**config.mk**
```make
export PLATFORM = sky130hd
export DESIGN_NAME = dual_bus_regfile
export DESIGN_NICKNAME = d
export VERILOG_FILES = /design/src/rtl/regfile_pkg.sv /design/src/rtl/rf_wr_decode.sv /design/src/rtl/rf_read_port.sv /design/src/rtl/dual_bus_regfile.sv
export SDC_FILE = /design/constraint.sdc
export NUM_CORES = 1
export LEC_CHECK = 0
export ABC_AREA = 1
export ABC_CLOCK_PERIOD_IN_PS = 1050
export CAP_MARGIN = 30
export CORE_ASPECT_RATIO = 1.1
export CORE_MARGIN = 2
export CORE_UTILIZATION = 35
export DETAILED_ROUTE_END_ITERATION = 10
export DONT_BUFFER_PORTS = 1
export PLACE_DENSITY = 0.56
export RECOVER_POWER = 25
export SETUP_SLACK_MARGIN = 0.05
export SYNTH_ARGS = -nofsm -noshare
export SYNTH_HDL_FRONTEND = slang
export SYNTH_SLANG_ARGS = --single-unit
```
**constraint.sdc**
```tcl
create_clock -name clk -period 1.05 [get_ports clk]
set_input_delay 0.105 -clock clk [delete_from_list [all_inputs] [get_ports clk]]
set_output_delay 0.105 -clock clk [all_outputs]
set_load 0.02 [all_outputs]
```
**src/rtl/regfile_pkg.sv**
```systemverilog
package regfile_pkg;
    localparam int unsigned RF_ENTRIES = 8;
    localparam int unsigned RF_WIDTH   = 32;
    localparam int unsigned RF_SELW    = $clog2(RF_ENTRIES);
endpackage

```
**src/rtl/rf_wr_decode.sv**
```systemverilog
module rf_wr_decode #(
    parameter int unsigned ENTRIES = 8,
    parameter int unsigned SELW    = $clog2(ENTRIES)
) (
    input  logic [SELW-1:0]    sel,
    input  logic               en,
    output logic [ENTRIES-1:0] onehot
);
    always_comb begin
        onehot = '0;
        for (int i = 1; i < ENTRIES; i++) begin
            onehot[i] = en && (sel == SELW'(i));
        end
    end

    always_comb begin
        assert_wr_onehot_R3: assert (!$isunknown({en, sel}) -> $onehot0(onehot));
        assert_no_entry0_write_R2: assert (onehot[0] == 1'b0);
    end
endmodule

```
**src/rtl/rf_read_port.sv**
```systemverilog
module rf_read_port #(
    parameter int unsigned ENTRIES = 8,
    parameter int unsigned WIDTH   = 32,
    parameter int unsigned SELW    = $clog2(ENTRIES)
) (
    input  logic [ENTRIES-1:0][WIDTH-1:0] regs,
    input  logic [SELW-1:0]               sel,
    input  logic                          en,
    output logic [WIDTH-1:0]              data,
    output logic                          vld
);
    always_comb begin
        vld  = en;
        data = en ? regs[sel] : '0;
    end

    always_comb begin
        assert_rd_idle_zero_R6: assert (en || data == '0);
    end
endmodule

```
**src/rtl/dual_bus_regfile.sv**
```systemverilog
module dual_bus_regfile
    import regfile_pkg::*;
#(
    parameter int unsigned ENTRIES = RF_ENTRIES,
    parameter int unsigned WIDTH   = RF_WIDTH,
    localparam int unsigned SELW   = $clog2(ENTRIES)
) (
    input  logic             clk,
    input  logic             rst,
    input  logic [SELW-1:0]  rd_a_sel,
    input  logic             rd_a_en,
    input  logic [SELW-1:0]  rd_b_sel,
    input  logic             rd_b_en,
    input  logic [SELW-1:0]  wr_sel,
    input  logic             wr_en,
    input  logic [WIDTH-1:0] wr_data,
    output logic [WIDTH-1:0] rd_a_data,
    output logic             rd_a_vld,
    output logic [WIDTH-1:0] rd_b_data,
    output logic             rd_b_vld
);
    typedef struct packed {
        logic [ENTRIES-1:1][WIDTH-1:0] gpr;
    } rf_state_t;

    rf_state_t state_d, state_q;
    logic [ENTRIES-1:0]            wr_hot;
    logic [ENTRIES-1:0][WIDTH-1:0] view;

    rf_wr_decode #(.ENTRIES(ENTRIES), .SELW(SELW)) u_dec (
        .sel(wr_sel), .en(wr_en), .onehot(wr_hot)
    );

    always_comb begin
        state_d = state_q;
        for (int i = 1; i < ENTRIES; i++) begin
            if (wr_hot[i]) state_d.gpr[i] = wr_data;
        end
    end

    always_ff @(posedge clk) begin
        if (rst) state_q <= '0;
        else     state_q <= state_d;
    end

    generate
        for (genvar g = 0; g < ENTRIES; g++) begin : g_view
            if (g == 0) begin : g_zero
                assign view[g] = '0;
            end else begin : g_reg
                assign view[g] = state_q.gpr[g];
            end
        end
    endgenerate

    rf_read_port #(.ENTRIES(ENTRIES), .WIDTH(WIDTH), .SELW(SELW)) u_rda (
        .regs(view), .sel(rd_a_sel), .en(rd_a_en), .data(rd_a_data), .vld(rd_a_vld)
    );
    rf_read_port #(.ENTRIES(ENTRIES), .WIDTH(WIDTH), .SELW(SELW)) u_rdb (
        .regs(view), .sel(rd_b_sel), .en(rd_b_en), .data(rd_b_data), .vld(rd_b_vld)
    );

    assert_entry0_zero_R2: assert property (@(posedge clk) disable iff (rst)
        (rd_a_en && rd_a_sel == '0) |-> rd_a_data == '0);
    assert_write_lands_R3: assert property (@(posedge clk) disable iff (rst)
        (wr_en && wr_sel != '0 && rd_a_en && rd_a_sel == wr_sel) ##1
        (rd_a_en && $stable(rd_a_sel) && !$past(rst)) |-> rd_a_data == $past(wr_data));
    assert_no_write_stable_R4: assert property (@(posedge clk) disable iff (rst)
        (!wr_en && rd_b_en) ##1 (rd_b_en && $stable(rd_b_sel)) |-> $stable(rd_b_data));
    assert_ports_agree_R7: assert property (@(posedge clk) disable iff (rst)
        (rd_a_en && rd_b_en && rd_a_sel == rd_b_sel) |-> rd_a_data == rd_b_data);
endmodule

```
## Word-level counts from Yosys, hierarchy flattened

Index checks and enable logic that the tools add are counted.

| cells by class | value |
|---|---|
| $add $sub $neg | 0 |
| multipliers | 0 |
| divide/modulo/power cells | 0 |
| magnitude comparators | 2 |
| eq/ne operators | 7 |
| shifts and indexed selects | 0 |
| mux-type cells | 6 |
| bitwise gates (word level) | 0 |
| reduce and logical (&&, ||, !) cells | 7 |

Operators with widths:

| cell | count |
|---|---|
| 32-bit binary-select mux with 3-bit select | 2 |
| 32-bit 2-to-1 mux | 4 |
| 3-bit == test (second input constant) | 4 |
| 3-bit by 4-bit < comparator with 1-bit output (second input constant) | 2 |
| 1-bit logical AND | 7 |
| 3-bit by 2-bit == test with 1-bit output (second input constant) | 2 |
| 3-bit by 1-bit == test with 1-bit output (second input constant) | 1 |

| storage, ports and cells | value |
|---|---|
| register bits | 224 |
| bits in latches | 0 |
| memory bits (writable) | 0 |
| memory bits (read-only) | 0 |
| input port bits | 46 |
| memories kept | 0 |

## Longest topological paths before layout

| depth | value |
|---|---|
| depth after elaboration | 3 |
| depth in mapped cells | 8 |
| depth with buffers taken out | 7 |

## Modules after synthesis

Synthesis repeated with hierarchy kept, for this count alone.

| unflattened totals | value |
|---|---|
| cell total of the unflattened synthesis | 2953 |
| area, all modules | 15438.6 um^2 |

By module, submodules not included:

| module | times used | cells an instance | area an instance (um^2) | seq. area each (um^2) |
|---|---|---|---|---|
| dual_bus_regfile | 1 | 1227 | 8453.1 | 4484.3 |
| rf_read_port | 2 | 854 | 3457.1 | 0.0 |
| rf_wr_decode | 1 | 18 | 71.3 | 0.0 |

## Worst setup path before layout

Ideal clock, no wire load.

| timing path | value |
|---|---|
| kind | input-to-output |
| start point | in rd_a_sel[1] |
| end point | out rd_a_data[23] |
| arrival time | 1046 ps |
| data required time | 945 ps |
| slack | -101 ps |
| stages on the path | 7 |
| path through | buf_2 -> buf_4 -> buf_2 -> nand3_1 -> nand2_1 -> nand2_1 -> nor2_1 |

| between the ends | value |
|---|---|
| longest elaborated chain between the ends | 3 |

RTL lines:

| item | RTL line | RTL |
|---|---|---|
| from (decl) | dual_bus_regfile.sv:10 | `input logic [SELW-1:0] rd_a_sel,` |
| 32-bit binary-select mux with 3-bit select | rf_read_port.sv:14 | `data = en ? regs[sel] : '0;` |
| 32-bit 2-to-1 mux (not written as such) | rf_read_port.sv:14 |  |
| 32-bit 2-to-1 mux | rf_read_port.sv:14 |  |
| to (decl) | dual_bus_regfile.sv:17 | `output logic [WIDTH-1:0] rd_a_data,` |

No other way between the ends. The select of a mux whose other input is x is not followed.

## Final worst setup path

| timing path | value |
|---|---|
| start point | reg state_q[95] (netlist name) |
| end point | out rd_a_data[31] |

| between the ends | value |
|---|---|
| longest elaborated chain between the ends | 3 |

RTL lines:

| item | RTL line | RTL |
|---|---|---|
| from (decl) | dual_bus_regfile.sv:26 | `rf_state_t state_d, state_q;` |
| from (signal assigned) | dual_bus_regfile.sv:43 | `else state_q <= state_d;` |
| 32-bit binary-select mux with 3-bit select | rf_read_port.sv:14 |  |
| 32-bit 2-to-1 mux (not written as such) | rf_read_port.sv:14 |  |
| 32-bit 2-to-1 mux | rf_read_port.sv:14 |  |

No other way between the ends. The select of a mux whose other input is x is not followed.

==> impl_metrics.env <==
export IMPL_relSlewSlack_pct=73.3
export IMPL_worst_slack_ns=-0.540
export IMPL_finalNetCount=2400
export IMPL_drt_total_wl_um=50300
export IMPL_fp_dieW_um=189
export IMPL_fin_crit_sh_pct=151
export IMPL_yosysUniqueCellTypes=15
export IMPL_clkTransAtPathRegs_ns=0.06
export IMPL_crit_type="flop to primary output"
export IMPL_synthCells=2341
export IMPL_grt_max_degree=130
export IMPL_wl_met2_um=24100
export IMPL_dp_hpwl_um=29600
export IMPL_syn_nets=2387
export IMPL_place_congestion=0.883
export IMPL_seq_power_share_pct=38.7
export IMPL_ant_nets=0
export IMPL_p_int_uw=16800
export IMPL_ys_ff_latch=224
export IMPL_p_per_area_nw_per_um2=1380
export IMPL_clkLatencyLatePin_ns=0.55
export IMPL_setup_tns_ns=-36.21
export IMPL_antenna_found_initial=2
export IMPL_reg_top3="state_q x224"
export IMPL_wl_met1_um=21700
export IMPL_fillCellCount=3911
export IMPL_cts_tree="yes"
export IMPL_wire_per_inst_um=17.5
export IMPL_rsz0062_at_grt="true"
export IMPL_clockBufferDepth=3
export IMPL_maxSlewViolCount=0
export IMPL_grt_ovfl_total=0
export IMPL_final_core_util_pct=45.5
export IMPL_netlist_area_um2=13200
export IMPL_swShare_pct=28.1
export IMPL_instances_no_fill=2869
export IMPL_maxCapViolations=0
export IMPL_die_area_um2=39200
export IMPL_final_min_clock_period_ns=1.59
export IMPL_firstDrtPassIters=5
export IMPL_io_pins=112
export IMPL_io_buffers=0
export IMPL_drive_gt1_share_pct=29.9
export IMPL_leakagePower_uw=0.00781
export IMPL_htreeDepth=1
export IMPL_startpoint_type="flop"
export IMPL_post_drt_via_cell_ratio=5.10
export IMPL_required_ns=0.94
export IMPL_drc=0
export IMPL_initial_core_util_pct=35.5
export IMPL_finalSetupViolCount=213
export IMPL_comb_power_share_pct=16.6
export IMPL_clock_skew_ns=0
export IMPL_die_h_um=208
export IMPL_fmax_mhz=629
export IMPL_syn2layout_area_growth_pct=28.2
export IMPL_min_path_type="primary input to flop"
export IMPL_p_sw_uw=6540
export IMPL_cts_root_buf="clkbuf_16"
export IMPL_fp_coreArea_um2=37100
export IMPL_clock_power_share_pct=44.7
export IMPL_ir_drop_mv=1.28
export IMPL_worst_pin_slew_ns=0.399
export IMPL_met3WireLength_um=3330
export IMPL_syn_avg_cell_area_um2=5.63
export IMPL_rows=74
export IMPL_cts_buffers=27
export IMPL_grt_pass1_vias=14000
export IMPL_worstPathMaxFanout=2
export IMPL_placed_area_um2=14500
export IMPL_seq_area_frac_synth_pct=34.0
export IMPL_status="complete, but fails checks"
export IMPL_ys_warn_count=0
export IMPL_track_usage_pct=24.9
export IMPL_placed_cells=2776
export IMPL_final_cell_area_um2=16900
export IMPL_worstPathArrival_ns=1.49
export IMPL_violations="negative setup slack"
export IMPL_cp_end_kind="primary output"
export IMPL_top_layer_used="met5"
export IMPL_drt_iter0_drc=1133
export IMPL_largest_reg_flops=224
export IMPL_top_register="state_q"
export IMPL_vias=14600
export IMPL_hold_ws_ns=0.0494
export IMPL_cts_num_sinks=224
export IMPL_grt_pass1_wl_um=78500
export IMPL_final_hold_viol_count=0
cell type report:
| type | count | area, µm² | area share [%] |
|---|---|---|---|
| sequential | 224 | 4720 | 27.9 |
| multi-input combinational | 1741 | 8040 | 47.6 |
| tap | 494 | 618 | 3.66 |
| antenna | 1 | 2.50 | 0.0148 |
| timing repair buffer | 148 | 1730 | 10.2 |
| inverter | 212 | 800 | 4.73 |
| clock buffer | 32 | 734 | 4.35 |
| clock inverter | 17 | 245 | 1.45 |
cells in the mapped netlist:
library cell / instances / area [µm²]
buf_4: 14 / 105
nor2_1: 641 / 2410
o21ai_1: 32 / 160
inv_1: 205 / 769
buf_2: 86 / 430
clkbuf_1: 56 / 210
o21ai_0: 192 / 961
dfxtp_1: 224 / 4480
nand2_2: 6 / 37.5
nand2_1: 642 / 2410
nand3_1: 192 / 961
nor2_2: 4 / 25.0
inv_2: 7 / 26.3
buf_1: 8 / 30.0
a21oi_1: 32 / 160
power groups by stage:
stage	Combinational [µW]	Sequential (µW)	Clock (µW)
6_report	3870	9020	10400
5_1_grt	4280	9040	10900
4_1_cts	3720	8990	10600
3_5_place_dp	3260	9120	0
3_3_place_gp	3230	9120	0
2_1_floorplan	2630	9090	0
through the flow:
stage,worst slack (ns),total power (µW)
4_1_cts,-0.552,23300
3_5_place_dp,-0.137,12400
5_1_grt,-0.603,24200
2_1_floorplan,0.0510,11700
3_3_place_gp,-0.114,12300
6_report,-0.540,23300
repair_timing:
item	in CTS	in global routing
setup endpoints to repair	64	65
resized for setup	332	191
hold buffers	33	0
setup buffers	6	3
endpoints found under the hold margin	224	0
cloned	0	1
pin swaps	99	128
worst max-delay path, cell delays in order, from the launching register on:
cell	delay (ns)
dfxtp_2	0.33
inv_1	0.05
nand2_1	0.05
nand3_1	0.07
nand2_1	0.09
nand2_2	0.06
nor2_4	0.17
buf_6	0.14
placed cells by master (no fill, tap or decap), drive strengths merged, types with 11 or more instances in the layout:
master	Yosys	layout
buf	108	111
nand3	192	192
o21ai	224	224
nor2	645	645
dlygate4sd3	0	33
clkinv	0	11
clkbuf	56	36
dfxtp	224	224
inv	212	210
a21oi	32	32
nand2	648	648
logic make-up after synthesis:
group | count (synthesis) | share of synthesized area, %
DFF | 224 | 34.0
buffers and inverters | 376 | 11.9
and+or+nand+nor | 1485 | 44.3
AOI/OAI and AO/OA | 256 | 9.72
worst paths after layout:
path | from | slack, ns | cells past startpoint | to
hold reg to reg | state_q[101]$_SDFFE_PP0P_ | 0.46 | 2 | state_q[101]$_SDFFE_PP0P_
setup / recovery | state_q[95]$_SDFFE_PP0P_ | -0.54 | 7 | rd_a_data[31]
setup reg to reg | state_q[173]$_SDFFE_PP0P_ | 0.30 | 3 | state_q[173]$_SDFFE_PP0P_
hold / removal | wr_sel[0] | 0.05 | 5 | state_q[157]$_SDFFE_PP0P_
metal layers:
metal / GRT usage [%] / vias up
li1: - / 7191
met1: 32.4 / 6820
met2: 42.4 / 529
met3: 3.77 / 89
met4: 7.60 / 2
met5: 0 / -
Power figures use the tool's default switching activity.
